## config.mk

```make
export PLATFORM = sky130hd
export DESIGN_NAME = fail_stop_arbiter
export DESIGN_NICKNAME = d
export VERILOG_FILES = /design/src/rtl/fsa_pkg.sv /design/src/rtl/fsa_ts_gate.sv /design/src/rtl/fsa_round_collect.sv /design/src/rtl/fsa_agree.sv /design/src/rtl/fsa_store.sv /design/src/rtl/fail_stop_arbiter.sv
export SDC_FILE = /design/constraint.sdc
export NUM_CORES = 1
export LEC_CHECK = 0
export BUFFER_PORTS_ARGS = -buffer_cell sky130_fd_sc_hd__buf_2
export CAP_MARGIN = 30
export CELL_PAD_IN_SITES_DETAIL_PLACEMENT = 1
export CELL_PAD_IN_SITES_GLOBAL_PLACEMENT = 1
export CORE_ASPECT_RATIO = 1.4
export CORE_MARGIN = 8
export CORE_UTILIZATION = 38
export CTS_CLUSTER_DIAMETER = 100
export DETAILED_ROUTE_END_ITERATION = 8
export PLACE_DENSITY = 0.76
export SYNTH_ARGS = -nofsm -noshare
export SYNTH_HDL_FRONTEND = slang
export SYNTH_HIERARCHICAL = 1
export SYNTH_SLANG_ARGS = --single-unit
```

## constraint.sdc

```tcl
create_clock -name clk -period 2.7 [get_ports clk]
set_input_delay 0.54 -clock clk [delete_from_list [all_inputs] [get_ports clk]]
set_output_delay 0.54 -clock clk [all_outputs]
set_load 0.01 [all_outputs]
```

## src/rtl/fsa_pkg.sv

```systemverilog
package fsa_pkg;

   typedef enum logic [1:0] {
      VERD_NONE  = 2'd0,
      VERD_WRITE = 2'd1,
      VERD_READ  = 2'd2,
      VERD_HALT  = 2'd3
   } verdict_e;

endpackage

```

## src/rtl/fsa_ts_gate.sv

```systemverilog
module fsa_ts_gate #(
   parameter int TSW      = 8,
   parameter int TS_TOL   = 4,
   parameter bit TS_CHECK = 1'b1
) (
   input  logic           vld,
   input  logic [TSW-1:0] ts,
   input  logic [TSW-1:0] now,
   output logic           ok
);

   generate
      if (TS_CHECK) begin : g_check
         logic [TSW-1:0] age;
         assign age = now - ts;
         assign ok  = vld && (age <= TSW'(TS_TOL));
      end else begin : g_pass
         logic [TSW-1:0] unused_ts;
         assign unused_ts = ts ^ now;
         assign ok = vld;
      end
   endgenerate

endmodule

```

## src/rtl/fsa_round_collect.sv

```systemverilog
module fsa_round_collect #(
   parameter int N      = 3,
   parameter int AW     = 3,
   parameter int DW     = 8,
   parameter int WINDOW = 4
) (
   input  logic            clk,
   input  logic            rst_n,
   input  logic [N-1:0]    take,
   input  logic [N-1:0]    in_wr,
   input  logic [N*AW-1:0] in_addr,
   input  logic [N*DW-1:0] in_wdata,
   output logic            close,
   output logic [N-1:0]    slot_full,
   output logic            slot_dup,
   output logic [N-1:0]    slot_wr,
   output logic [N*AW-1:0] slot_addr,
   output logic [N*DW-1:0] slot_wdata
);

   localparam int CW = (WINDOW > 1) ? $clog2(WINDOW) : 1;

   logic          collecting;
   logic [CW-1:0] cnt;
   logic          start;
   logic          open_edge;
   logic [N-1:0]  dup_q;

   assign start     = !collecting && (|take);
   assign close     = collecting && (cnt == '0);
   assign open_edge = start || (collecting && !close);

   always_ff @(posedge clk or negedge rst_n) begin
      if (!rst_n) begin
         collecting <= 1'b0;
         cnt        <= '0;
      end else if (start) begin
         collecting <= 1'b1;
         cnt        <= CW'(WINDOW - 1);
      end else if (close) begin
         collecting <= 1'b0;
      end else if (collecting) begin
         cnt <= cnt - 1'b1;
      end
   end

   generate
      for (genvar i = 0; i < N; i++) begin : g_slot
         always_ff @(posedge clk or negedge rst_n) begin
            if (!rst_n) begin
               slot_full[i]             <= 1'b0;
               dup_q[i]                 <= 1'b0;
               slot_wr[i]               <= 1'b0;
               slot_addr[i*AW +: AW]    <= '0;
               slot_wdata[i*DW +: DW]   <= '0;
            end else if (close) begin
               slot_full[i] <= 1'b0;
               dup_q[i]     <= 1'b0;
            end else if (open_edge && take[i]) begin
               if (slot_full[i]) begin
                  dup_q[i] <= 1'b1;
               end else begin
                  slot_full[i]           <= 1'b1;
                  slot_wr[i]             <= in_wr[i];
                  slot_addr[i*AW +: AW]  <= in_addr[i*AW +: AW];
                  slot_wdata[i*DW +: DW] <= in_wdata[i*DW +: DW];
               end
            end
         end
      end
   endgenerate

   assign slot_dup = |dup_q;

endmodule

```

## src/rtl/fsa_agree.sv

```systemverilog
module fsa_agree #(
   parameter int N  = 3,
   parameter int AW = 3,
   parameter int DW = 8
) (
   input  logic [N-1:0]    full,
   input  logic            dup,
   input  logic [N-1:0]    wr,
   input  logic [N*AW-1:0] addr,
   input  logic [N*DW-1:0] wdata,
   output logic            pass,
   output logic            op_wr,
   output logic [AW-1:0]   op_addr,
   output logic [DW-1:0]   op_wdata
);

   logic [N-1:0] same;

   generate
      for (genvar i = 0; i < N; i++) begin : g_cmp
         assign same[i] = (wr[i] == wr[0]) &&
                          (addr[i*AW +: AW] == addr[AW-1:0]) &&
                          (wdata[i*DW +: DW] == wdata[DW-1:0]);
      end
   endgenerate

   assign pass     = (&full) && (&same) && !dup;
   assign op_wr    = wr[0];
   assign op_addr  = addr[AW-1:0];
   assign op_wdata = wdata[DW-1:0];

endmodule

```

## src/rtl/fsa_store.sv

```systemverilog
module fsa_store #(
   parameter int AW = 3,
   parameter int DW = 8
) (
   input  logic          clk,
   input  logic          rst_n,
   input  logic          we,
   input  logic [AW-1:0] addr,
   input  logic [DW-1:0] wdata,
   output logic [DW-1:0] rdata
);

   localparam int DEPTH = 1 << AW;

   logic [DW-1:0] mem [DEPTH];

   always_ff @(posedge clk or negedge rst_n) begin
      if (!rst_n) begin
         for (int i = 0; i < DEPTH; i++) mem[i] <= '0;
      end else if (we) begin
         mem[addr] <= wdata;
      end
   end

   assign rdata = mem[addr];

endmodule

```

## src/rtl/fail_stop_arbiter.sv

```systemverilog
module fail_stop_arbiter #(
   parameter int K        = 2,
   parameter int AW       = 3,
   parameter int DW       = 8,
   parameter int TSW      = 8,
   parameter int TS_TOL   = 4,
   parameter int WINDOW   = 4,
   parameter bit TS_CHECK = 1'b1
) (
   input  logic                clk,
   input  logic                rst_n,
   input  logic [K:0]          req_vld,
   input  logic [K:0]          req_wr,
   input  logic [(K+1)*AW-1:0] req_addr,
   input  logic [(K+1)*DW-1:0] req_wdata,
   input  logic [(K+1)*TSW-1:0] req_ts,
   input  logic [TSW-1:0]      now_ts,
   output logic                wr_done,
   output logic [K:0]          rd_valid,
   output logic [(K+1)*DW-1:0] rd_data,
   output logic                halted
);
   import fsa_pkg::*;

   localparam int NSRC = K + 1;

   generate
      if (K < 1) begin : g_bad_k
         $error("fail_stop_arbiter: K must be at least 1");
      end
      if (WINDOW < 1) begin : g_bad_window
         $error("fail_stop_arbiter: WINDOW must be at least 1");
      end
      if (TS_TOL < 0 || TS_TOL >= (1 << (TSW - 1))) begin : g_bad_tol
         $error("fail_stop_arbiter: TS_TOL out of range for TSW");
      end
   endgenerate

   logic [NSRC-1:0]    ts_ok;
   logic [NSRC-1:0]    take;
   logic               close;
   logic [NSRC-1:0]    s_full;
   logic               s_dup;
   logic [NSRC-1:0]    s_wr;
   logic [NSRC*AW-1:0] s_addr;
   logic [NSRC*DW-1:0] s_wdata;
   logic               pass;
   logic               op_wr;
   logic [AW-1:0]      op_addr;
   logic [DW-1:0]      op_wdata;
   logic [DW-1:0]      st_rdata;
   logic               st_we;
   verdict_e           verdict;
   logic               halt_q;

   generate
      for (genvar i = 0; i < NSRC; i++) begin : g_gate
         fsa_ts_gate #(
            .TSW(TSW), .TS_TOL(TS_TOL), .TS_CHECK(TS_CHECK)
         ) u_gate (
            .vld (req_vld[i]),
            .ts  (req_ts[i*TSW +: TSW]),
            .now (now_ts),
            .ok  (ts_ok[i])
         );
      end
   endgenerate

   assign take = halt_q ? '0 : ts_ok;

   fsa_round_collect #(
      .N(NSRC), .AW(AW), .DW(DW), .WINDOW(WINDOW)
   ) u_collect (
      .clk        (clk),
      .rst_n      (rst_n),
      .take       (take),
      .in_wr      (req_wr),
      .in_addr    (req_addr),
      .in_wdata   (req_wdata),
      .close      (close),
      .slot_full  (s_full),
      .slot_dup   (s_dup),
      .slot_wr    (s_wr),
      .slot_addr  (s_addr),
      .slot_wdata (s_wdata)
   );

   fsa_agree #(
      .N(NSRC), .AW(AW), .DW(DW)
   ) u_agree (
      .full     (s_full),
      .dup      (s_dup),
      .wr       (s_wr),
      .addr     (s_addr),
      .wdata    (s_wdata),
      .pass     (pass),
      .op_wr    (op_wr),
      .op_addr  (op_addr),
      .op_wdata (op_wdata)
   );

   always_comb begin
      verdict = VERD_NONE;
      if (close) begin
         if (pass && !halt_q) verdict = op_wr ? VERD_WRITE : VERD_READ;
         else                 verdict = VERD_HALT;
      end
   end

   assign st_we = (verdict == VERD_WRITE);

   fsa_store #(
      .AW(AW), .DW(DW)
   ) u_store (
      .clk   (clk),
      .rst_n (rst_n),
      .we    (st_we),
      .addr  (op_addr),
      .wdata (op_wdata),
      .rdata (st_rdata)
   );

   always_ff @(posedge clk or negedge rst_n) begin
      if (!rst_n) begin
         wr_done  <= 1'b0;
         rd_valid <= '0;
         rd_data  <= '0;
         halt_q   <= 1'b0;
      end else begin
         wr_done  <= (verdict == VERD_WRITE);
         rd_valid <= (verdict == VERD_READ) ? '1 : '0;
         if (verdict == VERD_READ) rd_data <= {NSRC{st_rdata}};
         if (verdict == VERD_HALT) halt_q <= 1'b1;
      end
   end

   assign halted = halt_q;

endmodule

```

==> flow_metrics.env, run 1 <==
export IMPL_status="finished, violations left"
export IMPL_violations="setup timing"
export IMPL_slew_headroom_pct=60.8
export IMPL_synth_xor_area_share_pct=0.979
export IMPL_synth_area_um2=6780
export IMPL_n_antenna_cell=0
export IMPL_fin_cells=967
export IMPL_slew_violations=0
export IMPL_synth_simple_area_share_pct=11.0
export IMPL_setup_tns_ns=-10.75
export IMPL_antenna_found_initial=1
export IMPL_syn2layout_area_growth_pct=28.2
export IMPL_cp_max_fo=7
export IMPL_hold_buffers=0
export IMPL_grt_max_degree=47
export IMPL_numCtsBuffers=17
export IMPL_finalWeightedCongestion=0.817
export IMPL_synthFlopType="dfrtp_1"
export IMPL_cts_clk_slew_worst_paths_ns=0.06
export IMPL_finalCritPeriodShare_pct=108
export IMPL_fin_skew_ns=0.00703
export IMPL_cts_sinks=120
export IMPL_synth_top_family_by_area="multiplexers"
export IMPL_cap_violations=0
export IMPL_initial_core_util_pct=38.3
export IMPL_min_period_ns=2.91
export IMPL_synthTopCellsByCount="dfrtp_1, mux2_2, inv_1"
export IMPL_place_area_um2=7730
export IMPL_cp_required_ns=2.99
export IMPL_die_w_um=129
export IMPL_ys_types=51
export IMPL_fmax_ghz=0.344
export IMPL_vdd_drop_max_mv=0.615
export IMPL_grt_first_pass_wirelength_um=31800
export IMPL_ys_top_cells_by_area="dfrtp_1, mux2_2, mux2_4"
export IMPL_synthCells=571
export IMPL_synth_edf_count=0
export IMPL_hold_class="in -> async"
export IMPL_synth_area_per_cell_um2=11.9
export IMPL_wl_per_cell_um=21.6
export IMPL_ys_seq_area_share_pct=44.3
export IMPL_cp_start_kind="register"
export IMPL_muxShareOfSynthArea_pct=23.9
export IMPL_hpwl_um=14300
export IMPL_setup_viol=64
export IMPL_nets=809
export IMPL_synth_warnings=6
export IMPL_synth_fa_ha_area_share_pct=4.06
export IMPL_cp_arrival_ns=3.20
export IMPL_wl_um=20900
export IMPL_worstSetupEndpointType="register"
export IMPL_p_leak_uw=0.00448
export IMPL_num_rows=58
export IMPL_dpl_cell_count=926
export IMPL_io_buffers=101
export IMPL_grt_pass1_vias=6047
export IMPL_grt_total_usage_pct=18.1
export IMPL_synth_most_common_cell="dfrtp_1"
export IMPL_grt_remaining_overflow=0
export IMPL_die_h_um=174
export IMPL_total_power_uw=6520
export IMPL_ff2ff_path_depth=9
export IMPL_routed_via_density=5.38
export IMPL_dieArea_um2=22400
export IMPL_path_class="reg -> reg"
export IMPL_synth_compound_area_share_pct=8.49
export IMPL_h_tree_depth=4
export IMPL_drcViolationCount=0
export IMPL_core_um2=17700
export IMPL_synth_top_area_share_pct=44.3
export IMPL_power_density_nw_per_um2=750
export IMPL_worstReg2RegEnd="u_store/mem[53]$_DFFE_PN0P_"
export IMPL_layout_drive_gt1_share_pct=51.0
export IMPL_cts_root_buf="clkbuf_16"
export IMPL_ys_ff_latch=120
export IMPL_cts_buffer_depth=2
export IMPL_io_pins=102
export IMPL_ff2ff_setup_slack_ns=-0.21
export IMPL_worstMarginPinSlew_ns=0.588
export IMPL_fin_area_um2=8690
export IMPL_first_pass_iters=4
export IMPL_synth_top_cell_by_area="dfrtp_1"
export IMPL_rr_startpoint="u_collect/slot_addr[8]$_DFFE_PN0P_"
export IMPL_via_count=5198
export IMPL_rsz0062_at_grt="yes"
export IMPL_cts_tree="built"
export IMPL_synth_nets=666
export IMPL_ys_async_sr_fraction_pct=100
export IMPL_clkLatencyLatePin_ns=0.41
export IMPL_hold_viol_final=0
export IMPL_setup_slack_ns=-0.206
export IMPL_hold_ws_ns=0.109
export IMPL_postRouteAntennaNets=0
export IMPL_first_iter_violations=240
==> what timing repair did <==
| item | in CTS | in global routing |
|---|---|---|
| buffers inserted | 4 | 3 |
| setup endpoints to repair | 77 | 101 |
| gates resized for setup | 8 | 54 |
| gates cloned | 0 | 2 |
| pin swaps | 3 | 11 |
==> per-stage QoR <==
step                util [%]  setup slack (ns)
floorplan                  -             0.108
global placement        43.7            -0.346
detailed placement      43.7            -0.451
CTS                     47.5          0.000447
global route            49.1            -0.196
finish                  49.1            -0.206
==> registers in the layout, indices dropped and copies added, names as in the netlist <==
name	count
rd_valid	1
u_collect/cnt	2
u_collect/slot_addr	9
u_collect/dup_q	3
u_collect/collecting	1
u_collect/slot_full	3
rd_data	8
wr_done	1
u_collect/slot_wr	3
u_store/mem	64
u_collect/slot_wdata	24
halted	1
==> layout by cell type, fill, tap and decap left out, drive strengths merged, types with 2 or more instances in the layout <==
master    netlist  layout
clkinvlp        0       5
buf            46     168
nand3b          6       8
mux2          131     131
o22a            3       3
o22ai           2       2
nand4b          4       4
and2b           4       4
nand3          19      19
o2111ai         3       3
ha             22      22
a221oi          7       7
xor2            2       2
and3            6       6
a31oi           3       3
inv            42      43
xnor2           3       3
or3             8       8
o31a            3       3
a21oi          12      12
clkinv          0       6
clkbuf          0      18
a211o           3       3
nor2b           6       6
nor3           15      15
nand2          18      18
o21a            4       4
o311a           3       3
nor4            7       7
bufinv          0       2
o211ai          9       9
nor2           25      25
mux2i           3       3
dfrtp         120     120
a22oi          14      14
o21ai          10      10
==> worst max-delay path by stage <==
stage / from / end / slack (ns) / cells after the start
floorplan: u_collect/slot_addr[2]$_DFFE_PN0P_ / u_store/mem[56]$_DFFE_PN0P_ / 0.11 / 9
global placement: req_ts[13] / u_collect/slot_wdata[11]$_DFFE_PN0P_ / -0.35 / 11
detailed placement: now_ts[1] / u_collect/slot_wdata[22]$_DFFE_PN0P_ / -0.45 / 10
CTS: u_collect/slot_wdata[2]$_DFFE_PN0P_ / u_store/mem[27]$_DFFE_PN0P_ / 0.0004 / 10
global route: u_collect/slot_addr[8]$_DFFE_PN0P_ / u_store/mem[57]$_DFFE_PN0P_ / -0.20 / 9
finish: u_collect/slot_addr[8]$_DFFE_PN0P_ / u_store/mem[53]$_DFFE_PN0P_ / -0.21 / 9
==> power breakdown <==
part | internal, µW | switching (µW) | leakage (µW)
Clock | 1380 | 849 | 0.000275
Combinational | 951 | 1030 | 0.00256
Sequential | 2070 | 236 | 0.00165
Total | 4400 | 2120 | 0.00448
==> metal layers <==
metal  wire length (µm)  part of all wire [%]  track usage (%)  vias to the layer above
met5                 13                 0.062                0                        -
met4                570                   2.7             7.81                        2
met3                745                   3.6             3.65                       46
met2              11800                    56             33.9                      156
met1               7850                    37             18.7                     2644
li1                   -                     -                -                     2350
==> worst max-delay path, cell delays in order, from the launching register on <==
cell      delay [ns]
dfrtp_1         0.38
or3_1           0.38
a222oi_1        0.51
and4_4          0.35
inv_4           0.05
nor3_4          0.25
buf_6           0.18
and3_4          0.21
buf_6           0.14
mux2_2          0.34
==> final cells by class <==
type,instances,area (µm²)
fill,1937,9020
multi-input combinational,365,3540
sequential,120,3000
timing repair buffer,168,1100
clock buffer,18,439
tap,240,300
inverter,42,160
clock inverter,14,151
==> cell families (layout without fill, tap and decap cells) <==
kind of cell | after synthesis | count (layout)
AO/OA/AOI/OAI | 80 | 80
multiplexers | 134 | 134
adder cells (fa/ha/maj) | 22 | 22
buffers and inverters | 88 | 242
flip-flops | 120 | 120
XOR/XNOR | 5 | 5
AND/OR/NAND/NOR | 122 | 124
Note: power is estimated with default switching activity, not from simulation.
==> inputs of run 2 (changes only) <==
--- a/config.mk
+++ b/config.mk
@@ -10,11 +10,11 @@
 export CELL_PAD_IN_SITES_DETAIL_PLACEMENT = 1
 export CELL_PAD_IN_SITES_GLOBAL_PLACEMENT = 1
 export CORE_ASPECT_RATIO = 1.4
-export CORE_MARGIN = 8
 export CORE_UTILIZATION = 38
 export CTS_CLUSTER_DIAMETER = 100
 export DETAILED_ROUTE_END_ITERATION = 8
 export PLACE_DENSITY = 0.76
+export SETUP_SLACK_MARGIN = 0.4
 export SYNTH_ARGS = -nofsm -noshare
 export SYNTH_HDL_FRONTEND = slang
 export SYNTH_HIERARCHICAL = 1
==> run 2 against run 1 <==
  * The run still ends with setup timing left
  * Clock power increased by 6%
  * Core utilization up 5.7 points
  * Cell count grew 2.3%
  * Register-to-register slack gained 0.05 ns
  * Non-clock buffer count rose by 27
  * Clock skew increased by 0.0014 ns
  * Fmax rose by 1.8%
  * Sequential power about the same
  * Worst hold slack better by 0.052 ns
  * Combinational power up 8%
  * Sequential share of layout area fell by 3.0 points
  * Critical endpoint is now u_store/mem[26]$_DFFE_PN0P_
  * Largest cell class unchanged
==> flow_metrics.env, run 2 (same netlist as run 1, synthesis figures left out) <==
export IMPL_via_count=5415
export IMPL_p_leak_uw=0.00478
export IMPL_cap_violations=0
export IMPL_grt_total_usage_pct=24.8
export IMPL_setup_slack_ns=-0.155
export IMPL_ff2ff_setup_slack_ns=-0.16
export IMPL_grt_pass1_vias=6286
export IMPL_grt_remaining_overflow=0
export IMPL_timing_critical_path_max_delay_family="simple AND/OR/NAND/NOR gates"
export IMPL_seq_area_um2=3000
export IMPL_cts_clk_slew_worst_paths_ns=0.06
export IMPL_p_sw_share_pct=33.0
export IMPL_vdd_drop_max_mv=0.500
export IMPL_power_switching_uw=2250
export IMPL_hpwl_um=13600
export IMPL_numCtsBuffers=17
export IMPL_hold_viol_final=0
export IMPL_fin_util_pct=54.7
export IMPL_layout_commonest_cell="dfrtp_1"
export IMPL_slew_headroom_pct=54.8
export IMPL_cts_tree="built"
export IMPL_cp_arrival_ns=3.15
export IMPL_worstSetupEndpointType="register"
export IMPL_p_int_uw=4580
export IMPL_rr_startpoint="u_collect/slot_addr[8]$_DFFE_PN0P_"
export IMPL_reg_largest_list="u_store/mem (64), u_collect/slot_wdata (24), u_collect/slot_addr (9)"
export IMPL_postRouteAntennaNets=0
export IMPL_drcViolationCount=0
export IMPL_io_pins=102
export IMPL_cp_start_kind="register"
export IMPL_min_period_ns=2.86
export IMPL_cts_sinks=120
export IMPL_final_cell_mix="dfrtp_1, buf_2, mux2_4, buf_4, mux2_2"
export IMPL_setup_viol=65
export IMPL_rsz0062_at_grt="yes"
export IMPL_p_comb_share_pct=31.4
export IMPL_clkLatencyLatePin_ns=0.42
export IMPL_nFillCells=1806
export IMPL_crit_buf_inv=3
export IMPL_slew_violations=0
export IMPL_worst_path_max_delay_cell="a222oi_1"
export IMPL_syn2layout_area_growth_pct=40.5
export IMPL_num_rows=57
export IMPL_grt_max_degree=51
export IMPL_hold_class="in -> async"
export IMPL_cts_buffer_depth=2
export IMPL_seqPwrFrac_pct=34.1
export IMPL_top_register="u_store/mem"
export IMPL_fin_skew_ns=0.00847
export IMPL_largest_reg_flops=64
export IMPL_finalCritPeriodShare_pct=106
export IMPL_place_area_um2=7990
export IMPL_fin_area_um2=9520
export IMPL_n_antenna_cell=0
export IMPL_worst_path_most_repeated_cell="nor3_4"
export IMPL_die_w_um=115
export IMPL_finalWeightedCongestion=0.823
export IMPL_status="finished, violations left"
export IMPL_dieArea_um2=18400
export IMPL_antenna_found_initial=0
export IMPL_wl_per_cell_um=22.9
export IMPL_cp_max_fo=7
export IMPL_wl_um=22600
export IMPL_cpPeakStageDelay_ns=0.45
export IMPL_grt_first_pass_wirelength_um=34500
export IMPL_cts_root_buf="clkbuf_16"
export IMPL_routed_via_density=5.48
export IMPL_core_um2=17400
export IMPL_hold_buffers=0
export IMPL_power_density_nw_per_um2=717
export IMPL_path_class="reg -> reg"
export IMPL_multi_input_area_um2=3980
export IMPL_layout_drive_gt1_share_pct=59.0
export IMPL_ff2ff_path_depth=10
export IMPL_fmax_ghz=0.350
export IMPL_first_pass_iters=4
export IMPL_violations="setup timing"
export IMPL_worstMarginPinSlew_ns=0.678
export IMPL_h_tree_depth=4
export IMPL_cp_required_ns=3.00
export IMPL_die_h_um=160
export IMPL_p_clk_share_pct=34.6
export IMPL_setup_tns_ns=-5.44
export IMPL_io_buffers=101
export IMPL_worstReg2RegEnd="u_store/mem[26]$_DFFE_PN0P_"
export IMPL_critical_path_cell_chain="or3_1 -> a222oi_1 -> and4_4 -> inv_4 -> nor3_4 -> buf_6 -> nand2b_4 -> nor3_4 -> buf_12 -> mux2_4"
export IMPL_initial_core_util_pct=38.9
export IMPL_first_iter_violations=327
export IMPL_nets=835
==> run 2: cell count changes in the layout (fill, tap and decap cells not counted), moves of 4 or more <==
cell    change
nor3_2      +4
ha_1       -16
ha_4       +16
mux2_4     +29
nor2_1      -9
mux2_2     -29
nor3_1      -4
nor2_2      +4
inv_1       -5
nor2_4      +5
buf_2       -6
buf_6      +22
buf_4       +6
==> run 2: worst max-delay path by stage <==
stage	start	endpoint	slack, ns	depth (start not counted)
2_1_floorplan	u_collect/slot_addr[8]$_DFFE_PN0P_	u_store/mem[56]$_DFFE_PN0P_	0.17	9
3_3_place_gp	now_ts[1]	u_collect/slot_wdata[23]$_DFFE_PN0P_	-0.41	11
3_5_place_dp	req_ts[21]	u_collect/slot_wdata[21]$_DFFE_PN0P_	-0.48	12
4_1_cts	u_collect/slot_addr[8]$_DFFE_PN0P_	u_store/mem[30]$_DFFE_PN0P_	-0.01	10
5_1_grt	u_collect/slot_addr[5]$_DFFE_PN0P_	u_store/mem[26]$_DFFE_PN0P_	-0.22	10
6_report	u_collect/slot_addr[8]$_DFFE_PN0P_	u_store/mem[26]$_DFFE_PN0P_	-0.16	10
==> run 2: final cells by class <==
type	instances	share of cell area, %
multi-input combinational	364	41.8
clock buffer	18	4.61
clock inverter	14	1.84
inverter	42	1.76
timing repair buffer	195	15.4
tap	236	3.10
sequential	120	31.5
==> run 2: per-stage QoR <==
| step | hold slack, ns | total power [µW] | cells | setup WS [ns] |
|---|---|---|---|---|
| after global placement | 0.477 | 4000 | 924 | -0.406 |
| after floorplan | 0.244 | 3490 | 571 | 0.169 |
| after global routing | 0.207 | 7080 | 989 | -0.215 |
| final | 0.161 | 6830 | 989 | -0.155 |
| after detailed placement | 0.487 | 4140 | 924 | -0.477 |
| after CTS | 0.178 | 6700 | 983 | -0.0142 |
==> run 2: layer usage <==
metal | up-vias | part of all wire (%) | GRT usage [%]
li1 | 2388 | - | -
met1 | 2771 | 37 | 27.2
met2 | 193 | 56 | 45.8
met3 | 63 | 3.4 | 3.00
met4 | 0 | 3.7 | 13.0
met5 | - | 0 | 0
==> run 2: worst register-to-register path: stages (launching register included) <==
cell and delay [ns]:
dfrtp_1 0.39, or3_1 0.37, a222oi_1 0.45, and4_4 0.33
inv_4 0.06, nor3_4 0.18, buf_6 0.18, nand2b_4 0.08
nor3_4 0.20, buf_12 0.18, mux2_4 0.30
==> run 2: repair_timing <==
item,4_1_cts,5_1_grt
gates cloned,4,0
pin swaps,29,13
setup endpoints to repair,111,114
buffers inserted,23,6
gates resized for setup,114,32
==> run 2: power by group through the flow <==
stage,Combinational [µW],Sequential [µW],Clock [µW]
after global routing,2270,2350,2460
after CTS,2030,2310,2370
after global placement,1720,2280,0
after detailed placement,1820,2310,0
final,2140,2330,2360
after floorplan,1230,2260,0
